## src/rtl/gate_cmd_pkg.sv

```systemverilog
package gate_cmd_pkg;
  typedef enum logic [1:0] {
    LEG_FLOAT = 2'b00,
    LEG_BUS   = 2'b01,
    LEG_GND   = 2'b10
  } leg_state_t;
endpackage

```

## src/rtl/in_sync.sv

```systemverilog
module in_sync #(
  parameter int W = 1
) (
  input  logic         clk,
  input  logic         rst_n,
  input  logic [W-1:0] d,
  output logic [W-1:0] q
);
  logic [W-1:0] meta_q;
  logic [W-1:0] stab_q;

  always_ff @(posedge clk or negedge rst_n) begin
    if (!rst_n) begin
      meta_q <= '0;
      stab_q <= '0;
    end else begin
      meta_q <= d;
      stab_q <= meta_q;
    end
  end

  assign q = stab_q;
endmodule

```

## src/rtl/min_width_filter.sv

```systemverilog
module min_width_filter #(
  parameter int HOLD = 4
) (
  input  logic clk,
  input  logic rst_n,
  input  logic din,
  output logic dout
);
  localparam int CW = (HOLD < 2) ? 1 : $clog2(HOLD);
  localparam logic [CW-1:0] LAST = CW'(HOLD - 1);

  logic          out_q, out_d;
  logic [CW-1:0] cnt_q, cnt_d;
  logic          cnt_en;

  always_comb begin
    out_d  = out_q;
    cnt_d  = '0;
    cnt_en = 1'b1;
    if (din != out_q) begin
      if (cnt_q == LAST) begin
        out_d = din;
        cnt_d = '0;
      end else begin
        cnt_d = cnt_q + 1'b1;
      end
    end else if (cnt_q == '0) begin
      cnt_en = 1'b0;
    end
  end

  always_ff @(posedge clk or negedge rst_n) begin
    if (!rst_n) begin
      out_q <= 1'b0;
      cnt_q <= '0;
    end else begin
      out_q <= out_d;
      if (cnt_en) cnt_q <= cnt_d;
    end
  end

  assign dout = out_q;

  assert_cnt_bound_R8: assert property (@(posedge clk) disable iff (!rst_n)
    cnt_q <= LAST);

  assert_change_follows_input_R8: assert property (@(posedge clk) disable iff (!rst_n)
    (out_q != $past(out_q)) |-> (out_q == $past(din)));
endmodule

```

## src/rtl/leg_drive.sv

```systemverilog
module leg_drive
  import gate_cmd_pkg::*;
(
  input  logic       clk,
  input  logic       rst_n,
  input  logic       hi_f,
  input  logic       lo_f,
  input  logic       active,
  output logic       hi_gate,
  output logic       lo_gate,
  output logic [1:0] state
);
  logic       hi_q, hi_d;
  logic       lo_q, lo_d;
  leg_state_t st_q, st_d;

  always_comb begin
    hi_d = active & hi_f & ~lo_f;
    lo_d = active & lo_f & ~hi_f;
    if (hi_d)      st_d = LEG_BUS;
    else if (lo_d) st_d = LEG_GND;
    else           st_d = LEG_FLOAT;
  end

  always_ff @(posedge clk or negedge rst_n) begin
    if (!rst_n) begin
      hi_q <= 1'b0;
      lo_q <= 1'b0;
      st_q <= LEG_FLOAT;
    end else begin
      hi_q <= hi_d;
      lo_q <= lo_d;
      st_q <= st_d;
    end
  end

  assign hi_gate = hi_q;
  assign lo_gate = lo_q;
  assign state   = st_q;

  assert_bus_path_R2: assert property (@(posedge clk) disable iff (!rst_n)
    (active && hi_f && !lo_f) |=> (hi_gate && !lo_gate && state == 2'b01));

  assert_float_both_R4: assert property (@(posedge clk) disable iff (!rst_n)
    (hi_f && lo_f) |=> (!hi_gate && !lo_gate && state == 2'b00));

  assert_no_shoot_R12: assert property (@(posedge clk) disable iff (!rst_n)
    !(hi_gate && lo_gate));
endmodule

```

## src/rtl/three_phase_gate_cmd.sv

```systemverilog
module three_phase_gate_cmd #(
  parameter int PWM_FILT = 4,
  parameter int EN_FILT  = 3
) (
  input  logic       clk,
  input  logic       rst_n,
  input  logic [2:0] hi_cmd,
  input  logic [2:0] lo_cmd,
  input  logic       enable,
  input  logic       gate_kill,
  output logic [2:0] hi_gate,
  output logic [2:0] lo_gate,
  output logic [5:0] leg_state
);
  localparam int LEGS  = 3;
  localparam int NCMD  = 2 * LEGS;

  logic [NCMD-1:0] cmd_raw, cmd_s, cmd_f;
  logic            en_s, en_f, kill_s;
  logic            active;

  assign cmd_raw = {lo_cmd, hi_cmd};

  in_sync #(.W(NCMD + 2)) u_sync (
    .clk  (clk),
    .rst_n(rst_n),
    .d    ({gate_kill, enable, cmd_raw}),
    .q    ({kill_s, en_s, cmd_s})
  );

  for (genvar c = 0; c < NCMD; c++) begin : g_cmd_filt
    min_width_filter #(.HOLD(PWM_FILT)) u_filt (
      .clk  (clk),
      .rst_n(rst_n),
      .din  (cmd_s[c]),
      .dout (cmd_f[c])
    );
  end

  min_width_filter #(.HOLD(EN_FILT)) u_en_filt (
    .clk  (clk),
    .rst_n(rst_n),
    .din  (en_s),
    .dout (en_f)
  );

  assign active = en_f & ~kill_s;

  for (genvar l = 0; l < LEGS; l++) begin : g_leg
    leg_drive u_leg (
      .clk    (clk),
      .rst_n  (rst_n),
      .hi_f   (cmd_f[l]),
      .lo_f   (cmd_f[LEGS + l]),
      .active (active),
      .hi_gate(hi_gate[l]),
      .lo_gate(lo_gate[l]),
      .state  (leg_state[2*l +: 2])
    );
  end

  assert_enable_off_R6: assert property (@(posedge clk) disable iff (!rst_n)
    !en_f |=> (hi_gate == '0 && lo_gate == '0));

  assert_kill_off_R7: assert property (@(posedge clk) disable iff (!rst_n)
    kill_s |=> (hi_gate == '0 && lo_gate == '0 && leg_state == '0));
endmodule

```

## config.mk

```make
export PLATFORM = sky130hd
export DESIGN_NAME = three_phase_gate_cmd
export DESIGN_NICKNAME = d
export VERILOG_FILES = /design/src/rtl/gate_cmd_pkg.sv /design/src/rtl/in_sync.sv /design/src/rtl/min_width_filter.sv /design/src/rtl/leg_drive.sv /design/src/rtl/three_phase_gate_cmd.sv
export SDC_FILE = /design/constraint.sdc
export NUM_CORES = 1
export LEC_CHECK = 0
export BUFFER_PORTS_ARGS = -buffer_cell sky130_fd_sc_hd__buf_2
export CORE_ASPECT_RATIO = 1.1
export CORE_UTILIZATION = 40
export CTS_CLUSTER_DIAMETER = 120
export DETAILED_ROUTE_END_ITERATION = 10
export SYNTH_ARGS = -nofsm -noshare
export SYNTH_HDL_FRONTEND = slang
export SYNTH_SLANG_ARGS = --single-unit
export TNS_END_PERCENT = 30
```

## constraint.sdc

```tcl
create_clock -name clk -period 1.2 [get_ports clk]
set_input_delay 0.12 -clock clk [delete_from_list [all_inputs] [get_ports clk]]
set_output_delay 0.12 -clock clk [all_outputs]
set_load 0.02 [all_outputs]
```

==> results.sh, run 1 <==
export IMPL_worstReg2RegEnd="g_cmd_filt[2].u_filt.cnt_q[0]"
export IMPL_max_cap_viol_count=0
export IMPL_layout_drive_gt1_share=0.273
export IMPL_synth_top_family_by_area="multiplexers"
export IMPL_met1_length_mm=1.11
export IMPL_diodes=0
export IMPL_fin_crit_sh=0.942
export IMPL_synth_top_area_frac=0.610
export IMPL_async_flop_share=1.00
export IMPL_top_level_ports=22
export IMPL_postSynthAreaPerCell_sq_um=13.2
export IMPL_ys_seq_area_frac=0.610
export IMPL_p_leak_nw=1.11
export IMPL_cp_top_family="flip-flops"
export IMPL_ys_flop_type="dfrtp_1"
export IMPL_synth_xor_xnor_area_share=0.0325
export IMPL_core_area_sq_mm=0.00441
export IMPL_status="completed"
export IMPL_final_util=0.502
export IMPL_synth_top_cell_by_area="dfrtp_1"
export IMPL_grt_pass1_vias=1091
export IMPL_syn_area_sq_mm=0.00189
export IMPL_crit_chain="ha_1 -> or2_2 -> mux2i_1"
export IMPL_hold_viol_final=0
export IMPL_crit_required_ns=1.42
export IMPL_rows=25
export IMPL_viasPerCell=4.62
export IMPL_slew_headroom=0.715
export IMPL_synth_compound_area_frac=0
export IMPL_timing_rr_start="g_cmd_filt[2].u_filt.cnt_q[0]"
export IMPL_clockRootBuffer="clkbuf_8"
export IMPL_rsz0062_at_grt="false"
export IMPL_drv_slew=0
export IMPL_fin_skew_ns=0.00584
export IMPL_cts_max_path_buffers=2
export IMPL_arrival_ns=1.35
export IMPL_num_vias=1044
export IMPL_grt_pass1_wl_mm=4.59
export IMPL_wl_per_cell_um=11.6
export IMPL_nets=193
export IMPL_synth_mux_area_frac=0.105
export IMPL_dp_hpwl_mm=1.89
export IMPL_fp_dieArea_sq_mm=0.00500
export IMPL_setup_tns_ns=0
export IMPL_end_kind="register"
export IMPL_drc_errors=0
export IMPL_dr_wl_met3_um=97
export IMPL_synth_most_common_cell="dfrtp_1"
export IMPL_drt_total_wl_mm=2.62
export IMPL_die_w_um=67.5
export IMPL_crit_fanout=4
export IMPL_synth_edf_count=0
export IMPL_tightest_slew_ns=0.428
export IMPL_peakVddDrop_mv=0.795
export IMPL_post_synth_fa_ha_maj_area_fraction=0.0796
export IMPL_gr_total_overflow=0
export IMPL_synth_warnings=0
export IMPL_gp_congestion=0.732
export IMPL_postCtsSetupBuffers=0
export IMPL_start_util=0.428
export IMPL_fmax_mhz=885
export IMPL_cp_depth=3
export IMPL_grt_max_degree=30
export IMPL_area_delta_synth_final_pct=17.4
export IMPL_cp_startpoint="g_cmd_filt[2].u_filt.cnt_q[0]"
export IMPL_synth_nets=165
export IMPL_crit_path_start_kind="register"
export IMPL_crit_end="g_cmd_filt[2].u_filt.cnt_q[0]"
export IMPL_cts_sinks=46
export IMPL_synthTopCellsByArea="dfrtp_1, ha_1, mux2i_1"
export IMPL_postSynthCellCount=143
export IMPL_hold_class="in -> async"
export IMPL_antenna_found_initial=0
export IMPL_highest_layer="met4"
export IMPL_cts_htree_levels=2
export IMPL_synth_seq_cells=46
export IMPL_die_h_um=74.0
export IMPL_firstDrtPassIters=4
export IMPL_slowest_delay_ns=0.41
export IMPL_path_buf_inv=0
export IMPL_path_clk_slew_ns=0.08
export IMPL_synth_simple_area_share=0.0981
export IMPL_p_per_area_mw_per_mm2=2270
export IMPL_clkLatencyLatePin_ns=0.30
export IMPL_r2r_slack_ns=0.07
export IMPL_met2WireLength_mm=1.35
export IMPL_drt_iter0_drc=37
export IMPL_yosysUniqueCellTypes=15
export IMPL_period_minus_slack_ns=1.13
export IMPL_port_buffers=21
export IMPL_grt_use_total=0.129
export IMPL_ff2ff_path_depth=3
export IMPL_fill_cells=381
export IMPL_critPathSlowestCell="dfrtp_1"
export IMPL_crit_type="reg -> reg"
export IMPL_setup_violations=0
export IMPL_cts_tree="built"
export IMPL_ant_nets=0
export IMPL_synth_common_cells="dfrtp_1, inv_1, ha_1, mux2i_1, nand2_1"
export IMPL_cts_buffers=5
==> cells by family (layout without fill, tap and decap cells) <==
kind of cell,Yosys count,after routing
flip-flops,46,46
AND/OR/NAND/NOR,31,31
buffers and inverters,28,57
multiplexers,19,19
adder cells (fa/ha/maj),12,12
XOR/XNOR,7,7
==> power breakdown <==
group	internal [mW]	switching, mW
sequential	1.97	0.371
combinational	0.832	0.739
clock	0.621	0.497
==> cells in the final DEF, fill, tap and decap left out, types with 2 or more instances in the layout <==
| cell | Yosys | final |
|---|---|---|
| nand2b_1 | 2 | 2 |
| dlygate4sd3_1 | 0 | 9 |
| ha_2 | 0 | 3 |
| mux2_2 | 7 | 7 |
| dfrtp_1 | 46 | 46 |
| inv_1 | 18 | 18 |
| clkbuf_8 | 0 | 5 |
| xor2_1 | 4 | 4 |
| or2_2 | 6 | 6 |
| mux2i_1 | 12 | 12 |
| buf_2 | 1 | 21 |
| nand2_1 | 12 | 12 |
| ha_1 | 12 | 9 |
| nor3b_1 | 8 | 8 |
| nor3b_2 | 2 | 2 |
| xnor2_1 | 3 | 3 |
==> sequential cells by signal, summed over array words and instances (netlist names) <==
signal / cells
u_sync.meta_q: 8
u_en_filt.dout: 1
g_cmd_filt.u_filt.cnt_q: 12
g_cmd_filt.u_filt.dout: 6
u_en_filt.cnt_q: 2
g_leg.u_leg.lo_gate: 3
g_leg.u_leg.state: 6
u_sync.q: 8
==> area by class of cell <==
type | count | area [sq um] | area share
clock inverter | 2 | 37.5 | 0.0169
timing repair buffer | 31 | 215 | 0.0972
multi-input combinational | 69 | 603 | 0.272
tap | 54 | 67.6 | 0.0305
clock buffer | 6 | 72.6 | 0.0328
inverter | 18 | 67.6 | 0.0305
sequential | 46 | 1150 | 0.520
==> metrics by stage <==
step           instance area, sq um  hold slack [ns]  power, mW  cells  setup WS (ns)
3_3_place_gp                   2010           0.0728       3.78    209          0.116
3_5_place_dp                   2010           0.0857       3.96    209         0.0723
4_1_cts                        2210            0.299       5.12    226         0.0553
5_1_grt                        2210            0.323       5.45    226        0.00504
2_1_floorplan                  1890           -0.176       3.61    143          0.144
6_report                       2210            0.286       5.03    226         0.0698
==> how the worst min path moves through the flow <==
stage,start,to,cells past startpoint
after global routing,rst_n,u_sync.q[0],2
after detailed placement,rst_n,g_cmd_filt[0].u_filt.dout,1
after CTS,rst_n,u_sync.q[6],2
after global placement,rst_n,g_cmd_filt[0].u_filt.dout,1
final,rst_n,g_cmd_filt[0].u_filt.cnt_q[1],2
after floorplan,rst_n,g_cmd_filt[0].u_filt.cnt_q[0],0
==> per-layer routing <==
layer / vias to the layer above / global-route usage
met3: 7 / 0.0368
met2: 21 / 0.226
met5: - / 0
met1: 519 / 0.135
li1: 497 / -
met4: 0 / 0.0780
==> timing repair <==
action,in CTS,in global routing
endpoints found under the hold margin,25,0
hold buffers,9,0
endpoints found under the setup margin,0,3
resized for setup,0,3
(Power assumes the default switching activity.)
==> run 2, diff against run 1 <==
--- a/config.mk
+++ b/config.mk
@@ -9,7 +9,9 @@
 export CORE_ASPECT_RATIO = 1.1
 export CORE_UTILIZATION = 40
 export CTS_CLUSTER_DIAMETER = 120
+export CTS_CLUSTER_SIZE = 10
 export DETAILED_ROUTE_END_ITERATION = 10
+export PLACE_DENSITY_LB_ADDON = 0.12
 export SYNTH_ARGS = -nofsm -noshare
 export SYNTH_HDL_FRONTEND = slang
 export SYNTH_SLANG_ARGS = --single-unit
==> results.sh, run 2 (same netlist as run 1, synthesis figures left out) <==
export IMPL_rsz0062_at_grt="false"
export IMPL_slowest_delay_ns=0.41
export IMPL_ff2ff_path_depth=3
export IMPL_r2r_slack_ns=0.07
export IMPL_peakVddDrop_mv=1.07
export IMPL_crit_end="g_cmd_filt[3].u_filt.cnt_q[0]"
export IMPL_cts_tree="built"
export IMPL_cts_max_path_buffers=2
export IMPL_setup_violations=0
export IMPL_path_buf_inv=0
export IMPL_arrival_ns=1.34
export IMPL_regArea_sq_mm=0.00115
export IMPL_hold_class="in -> async"
export IMPL_grt_pass1_vias=1025
export IMPL_layout_drive_gt1_share=0.267
export IMPL_clkLatencyLatePin_ns=0.29
export IMPL_cts_htree_levels=2
export IMPL_status="completed"
export IMPL_grt_use_total=0.126
export IMPL_layout_common_cells="dfrtp_1, buf_2, inv_1"
export IMPL_viasPerCell=4.44
export IMPL_fp_dieArea_sq_mm=0.00500
export IMPL_hold_viol_final=0
export IMPL_drc_errors=0
export IMPL_drt_total_wl_mm=2.63
export IMPL_firstDrtPassIters=4
export IMPL_cts_sinks=46
export IMPL_fmax_mhz=886
export IMPL_core_area_sq_mm=0.00441
export IMPL_die_w_um=67.5
export IMPL_drt_iter0_drc=24
export IMPL_worstReg2RegEnd="g_cmd_filt[3].u_filt.cnt_q[0]"
export IMPL_fill_cells=371
export IMPL_antenna_found_initial=0
export IMPL_p_per_area_mw_per_mm2=2190
export IMPL_timing_rr_start="g_cmd_filt[3].u_filt.cnt_q[0]"
export IMPL_grt_max_degree=31
export IMPL_critPathSlowestCell="dfrtp_1"
export IMPL_port_buffers=21
export IMPL_die_h_um=74.0
export IMPL_num_vias=1003
export IMPL_clockRootBuffer="clkbuf_8"
export IMPL_ant_nets=0
export IMPL_start_util=0.428
export IMPL_gr_total_overflow=0
export IMPL_rows=25
export IMPL_max_cap_viol_count=0
export IMPL_layout_commonest_cell="dfrtp_1"
export IMPL_gp_congestion=0.703
export IMPL_period_minus_slack_ns=1.13
export IMPL_dp_hpwl_mm=1.84
export IMPL_crit_type="reg -> reg"
export IMPL_top_level_ports=22
export IMPL_nets=194
export IMPL_grt_pass1_wl_mm=4.51
export IMPL_holdWs_ns=0.276
export IMPL_cp_top_family="flip-flops"
export IMPL_p_leak_nw=1.11
export IMPL_path_clk_slew_ns=0.08
export IMPL_cp_depth=3
export IMPL_diodes=0
export IMPL_fin_crit_sh=0.941
export IMPL_largest_register_ffs=12
export IMPL_drv_slew=0
export IMPL_end_kind="register"
export IMPL_crit_required_ns=1.41
export IMPL_crit_fanout=4
export IMPL_crit_chain="ha_1 -> or2_2 -> mux2i_1"
export IMPL_slew_headroom=0.703
export IMPL_wl_per_cell_um=11.7
export IMPL_multi_input_comb_area_sq_um=598
export IMPL_fin_skew_ns=0.00605
export IMPL_tightest_slew_ns=0.445
export IMPL_cp_startpoint="g_cmd_filt[3].u_filt.cnt_q[0]"
export IMPL_area_delta_synth_final_pct=15.8
export IMPL_setup_tns_ns=0
export IMPL_regMostFlops="g_cmd_filt.u_filt.cnt_q"
export IMPL_crit_path_start_kind="register"
export IMPL_cts_buffers=5
run 2: cell types whose count changed in the layout (fill, tap and decap cells not counted), sizes merged:
cell,previous run,this run
clkinv,0,2
clkbuf,6,5
clkinvlp,1,0
bufinv,1,0
buf,22,23
run 2: metrics by stage:
| stage | setup WS (ns) | power (mW) | area [sq um] | util | std cells |
|---|---|---|---|---|---|
| after global placement | 0.125 | 3.79 | 2010 | 0.455 | 209 |
| after CTS | 0.0634 | 4.86 | 2180 | 0.493 | 225 |
| after detailed placement | 0.0851 | 3.94 | 2010 | 0.455 | 209 |
| after floorplan | 0.144 | 3.61 | 1890 | - | 143 |
| after global routing | 0.00293 | 5.22 | 2190 | 0.496 | 226 |
| final | 0.0711 | 4.78 | 2190 | 0.496 | 226 |
run 2: worst register-to-register path, stage by stage (launching register included):
cell     delay (ns)
dfrtp_1        0.41
ha_1           0.23
or2_2          0.29
mux2i_1        0.12
run 2: worst min path at each step:
stage,from,to,slack [ns],depth (start not counted)
3_3_place_gp,rst_n,u_en_filt.cnt_q[0],0.06,1
4_1_cts,rst_n,u_en_filt.cnt_q[0],0.28,2
6_report,rst_n,u_en_filt.cnt_q[0],0.28,2
5_1_grt,rst_n,u_en_filt.cnt_q[0],0.32,2
3_5_place_dp,rst_n,u_en_filt.cnt_q[0],0.07,1
2_1_floorplan,rst_n,g_cmd_filt[0].u_filt.cnt_q[0],-0.18,0
run 2: repair_timing:
action / in CTS / in global routing
setup endpoints to repair: 0 / 2
gates resized for setup: 0 / 1
endpoints found under the hold margin: 24 / 0
hold buffers: 9 / 0
buffers inserted: 0 / 1
run 2: final cells by class:
class,count,area share
clock inverters,2,0.00458
multi-input cells,69,0.274
inverters,18,0.0309
clock buffers,5,0.0315
flip-flops and latches,46,0.527
well taps,54,0.0309
repair buffers,32,0.102
run 2: per-layer routing:
metal  wire length [um]  track usage  up-vias
li1                   -            -      495
met1               1110        0.135      489
met2               1380        0.218       14
met3                 85       0.0460        5
met4                 55       0.0567        0
met5                  0            0        -
run 2: report_power, final:
part	total [mW]	internal (mW)	switching, mW	leakage (nW)
logic	1.58	0.845	0.731	0.500
registers	2.34	1.97	0.363	0.570
clock network	0.870	0.391	0.479	0.0438
total	4.78	3.21	1.57	1.11
==> run 3, diff against run 2 <==
--- a/config.mk
+++ b/config.mk
@@ -14,5 +14,6 @@
 export PLACE_DENSITY_LB_ADDON = 0.12
 export SYNTH_ARGS = -nofsm -noshare
 export SYNTH_HDL_FRONTEND = slang
+export SYNTH_HIERARCHICAL = 1
 export SYNTH_SLANG_ARGS = --single-unit
 export TNS_END_PERCENT = 30
==> results.sh, run 3 <==
export IMPL_crit_type="reg -> reg"
export IMPL_crit_path_start_kind="register"
export IMPL_antenna_found_initial=0
export IMPL_regMostFlops="g_cmd_filt.u_filt/cnt_q"
export IMPL_cts_sinks=46
export IMPL_slew_headroom=0.838
export IMPL_setup_violations=0
export IMPL_synth_top_cell_by_area="dfrtp_1"
export IMPL_core_area_sq_mm=0.00444
export IMPL_cts_max_path_buffers=2
export IMPL_ant_nets=0
export IMPL_synth_top_area_frac=0.605
export IMPL_area_delta_synth_final_pct=19.4
export IMPL_cts_htree_levels=2
export IMPL_final_util=0.511
export IMPL_port_buffers=21
export IMPL_cts_buffers=5
export IMPL_path_clk_slew_ns=0.07
export IMPL_drt_total_wl_mm=2.51
export IMPL_max_cap_viol_count=0
export IMPL_num_vias=1015
export IMPL_clkLatencyLatePin_ns=0.29
export IMPL_layout_commonest_cell="dfrtp_1"
export IMPL_regArea_sq_mm=0.00115
export IMPL_peakVddDrop_mv=0.951
export IMPL_grt_pass1_wl_mm=4.40
export IMPL_yosysUniqueCellTypes=15
export IMPL_synth_nets=158
export IMPL_multi_input_comb_area_sq_um=663
export IMPL_wl_per_cell_um=11.1
export IMPL_die_w_um=67.7
export IMPL_r2r_slack_ns=0.08
export IMPL_fmax_mhz=897
export IMPL_top_level_ports=22
export IMPL_synthTopCellsByArea="dfrtp_1, ha_1, mux2i_1"
export IMPL_period_minus_slack_ns=1.12
export IMPL_p_total_mw=5.14
export IMPL_grt_use_total=0.122
export IMPL_fin_crit_sh=0.929
export IMPL_postCtsSetupBuffers=0
export IMPL_synth_most_common_cell="dfrtp_1"
export IMPL_hold_class="in -> async"
export IMPL_drv_slew=0
export IMPL_grt_max_degree=47
export IMPL_viasPerCell=4.49
export IMPL_synth_seq_cells=46
export IMPL_setup_tns_ns=0
export IMPL_crit_required_ns=1.41
export IMPL_gr_total_overflow=0
export IMPL_fp_dieArea_sq_mm=0.00503
export IMPL_postSynthAreaPerCell_sq_um=14.0
export IMPL_syn_area_sq_mm=0.00190
export IMPL_tightest_slew_ns=0.242
export IMPL_die_h_um=74.3
export IMPL_hold_viol_final=0
export IMPL_rows=25
export IMPL_status="completed"
export IMPL_synth_edf_count=0
export IMPL_clockRootBuffer="clkbuf_8"
export IMPL_p_leak_nw=1.21
export IMPL_synth_warnings=6
export IMPL_dp_hpwl_mm=1.76
export IMPL_grt_pass1_vias=1056
export IMPL_layout_drive_gt1_share=0.256
export IMPL_cts_tree="built"
export IMPL_async_flop_share=1.00
export IMPL_ys_flop_type="dfrtp_1"
export IMPL_p_per_area_mw_per_mm2=2260
export IMPL_rsz0062_at_grt="false"
export IMPL_layout_common_cells="dfrtp_1, buf_2, inv_1"
export IMPL_diodes=0
export IMPL_nets=193
export IMPL_crit_fanout=4
export IMPL_fill_cells=399
export IMPL_gp_congestion=0.633
export IMPL_largest_register_ffs=12
export IMPL_drt_iter0_drc=35
export IMPL_drc_errors=0
export IMPL_arrival_ns=1.33
export IMPL_fin_skew_ns=0.00656
export IMPL_synth_common_cells="dfrtp_1, inv_1, ha_1, mux2i_1, nand2_1"
export IMPL_postSynthCellCount=136
export IMPL_start_util=0.428
export IMPL_firstDrtPassIters=3
export IMPL_end_kind="register"
export IMPL_ys_seq_area_frac=0.605
-- run 3: cell count changes in the layout (fill, tap and decap cells not counted), sizes merged --
cell | previous run | this run
nor2b | 0 | 2
and3b | 0 | 9
buf | 23 | 22
clkbuf | 5 | 7
clkinv | 2 | 0
bufinv | 0 | 1
nor3b | 10 | 1
xor2 | 4 | 0
xnor2 | 3 | 7
nand2b | 2 | 0
-- run 3: per-layer routing --
layer  track usage  vias to the layer above  part of all wire
met2         0.220                       23              0.50
met3        0.0521                        6             0.048
met4        0.0496                        0             0.020
li1              -                      494                 -
met5             0                        -                 0
met1         0.122                      492              0.43
-- run 3: timing repair --
item | in CTS | in global routing
hold buffers | 9 | 0
endpoints found under the hold margin | 54 | 0
endpoints found under the setup margin | 0 | 1
resized for setup | 0 | 1
-- run 3: critical path, stage by stage, from the launching register on --
cell     delay (ns)
dfrtp_1        0.41
ha_1           0.23
or2_2          0.28
mux2i_1        0.12
-- run 3: path summary, 6_finish.rpt --
path / start / to / cells past startpoint
max: g_cmd_filt[2].u_filt/cnt_q[0] / g_cmd_filt[2].u_filt/cnt_q[0] / 3
min: rst_n / g_cmd_filt[2].u_filt/dout / 3
max reg2reg: g_cmd_filt[2].u_filt/cnt_q[0] / g_cmd_filt[2].u_filt/cnt_q[0] / 3
min reg2reg: u_sync/meta_q[6] / u_sync/q[6] / 0
max in group asynchronous: rst_n / g_cmd_filt[0].u_filt/dout / 3
min in group clk: u_sync/meta_q[6] / u_sync/q[6] / 0
-- run 3: per-stage QoR --
step	cells	instance area (sq um)	setup slack [ns]	hold WS, ns
floorplan	136	1900	0.169	-0.176
global placement	209	2070	0.131	0.116
detailed placement	209	2070	0.0912	0.120
CTS	226	2270	0.0721	0.332
global route	226	2270	0.00816	0.361
finish	226	2270	0.0847	0.330
-- run 3: logic make-up (layout without fill, tap and decap cells) --
family	Yosys count	after routing	share of synthesized area
XOR/XNOR	7	7	0.0559
adder cells (fa/ha/maj)	12	12	0.0789
buffers and inverters	21	57	0.0474
AND/OR/NAND/NOR	31	31	0.106
multiplexers	19	19	0.107
flip-flops	46	46	0.605
-- run 3: area by class of cell --
class | count | share of cell area
flip-flops and latches | 46 | 0.507
multi-input cells | 69 | 0.292
repair buffers | 31 | 0.0948
clock buffers | 7 | 0.0336
inverters | 18 | 0.0298
well taps | 54 | 0.0298
clock inverters | 1 | 0.0132
-- run 3: power by group --
group | internal [mW] | switching (mW)
Sequential | 1.98 | 0.405
Combinational | 0.921 | 0.735
Clock | 0.623 | 0.473
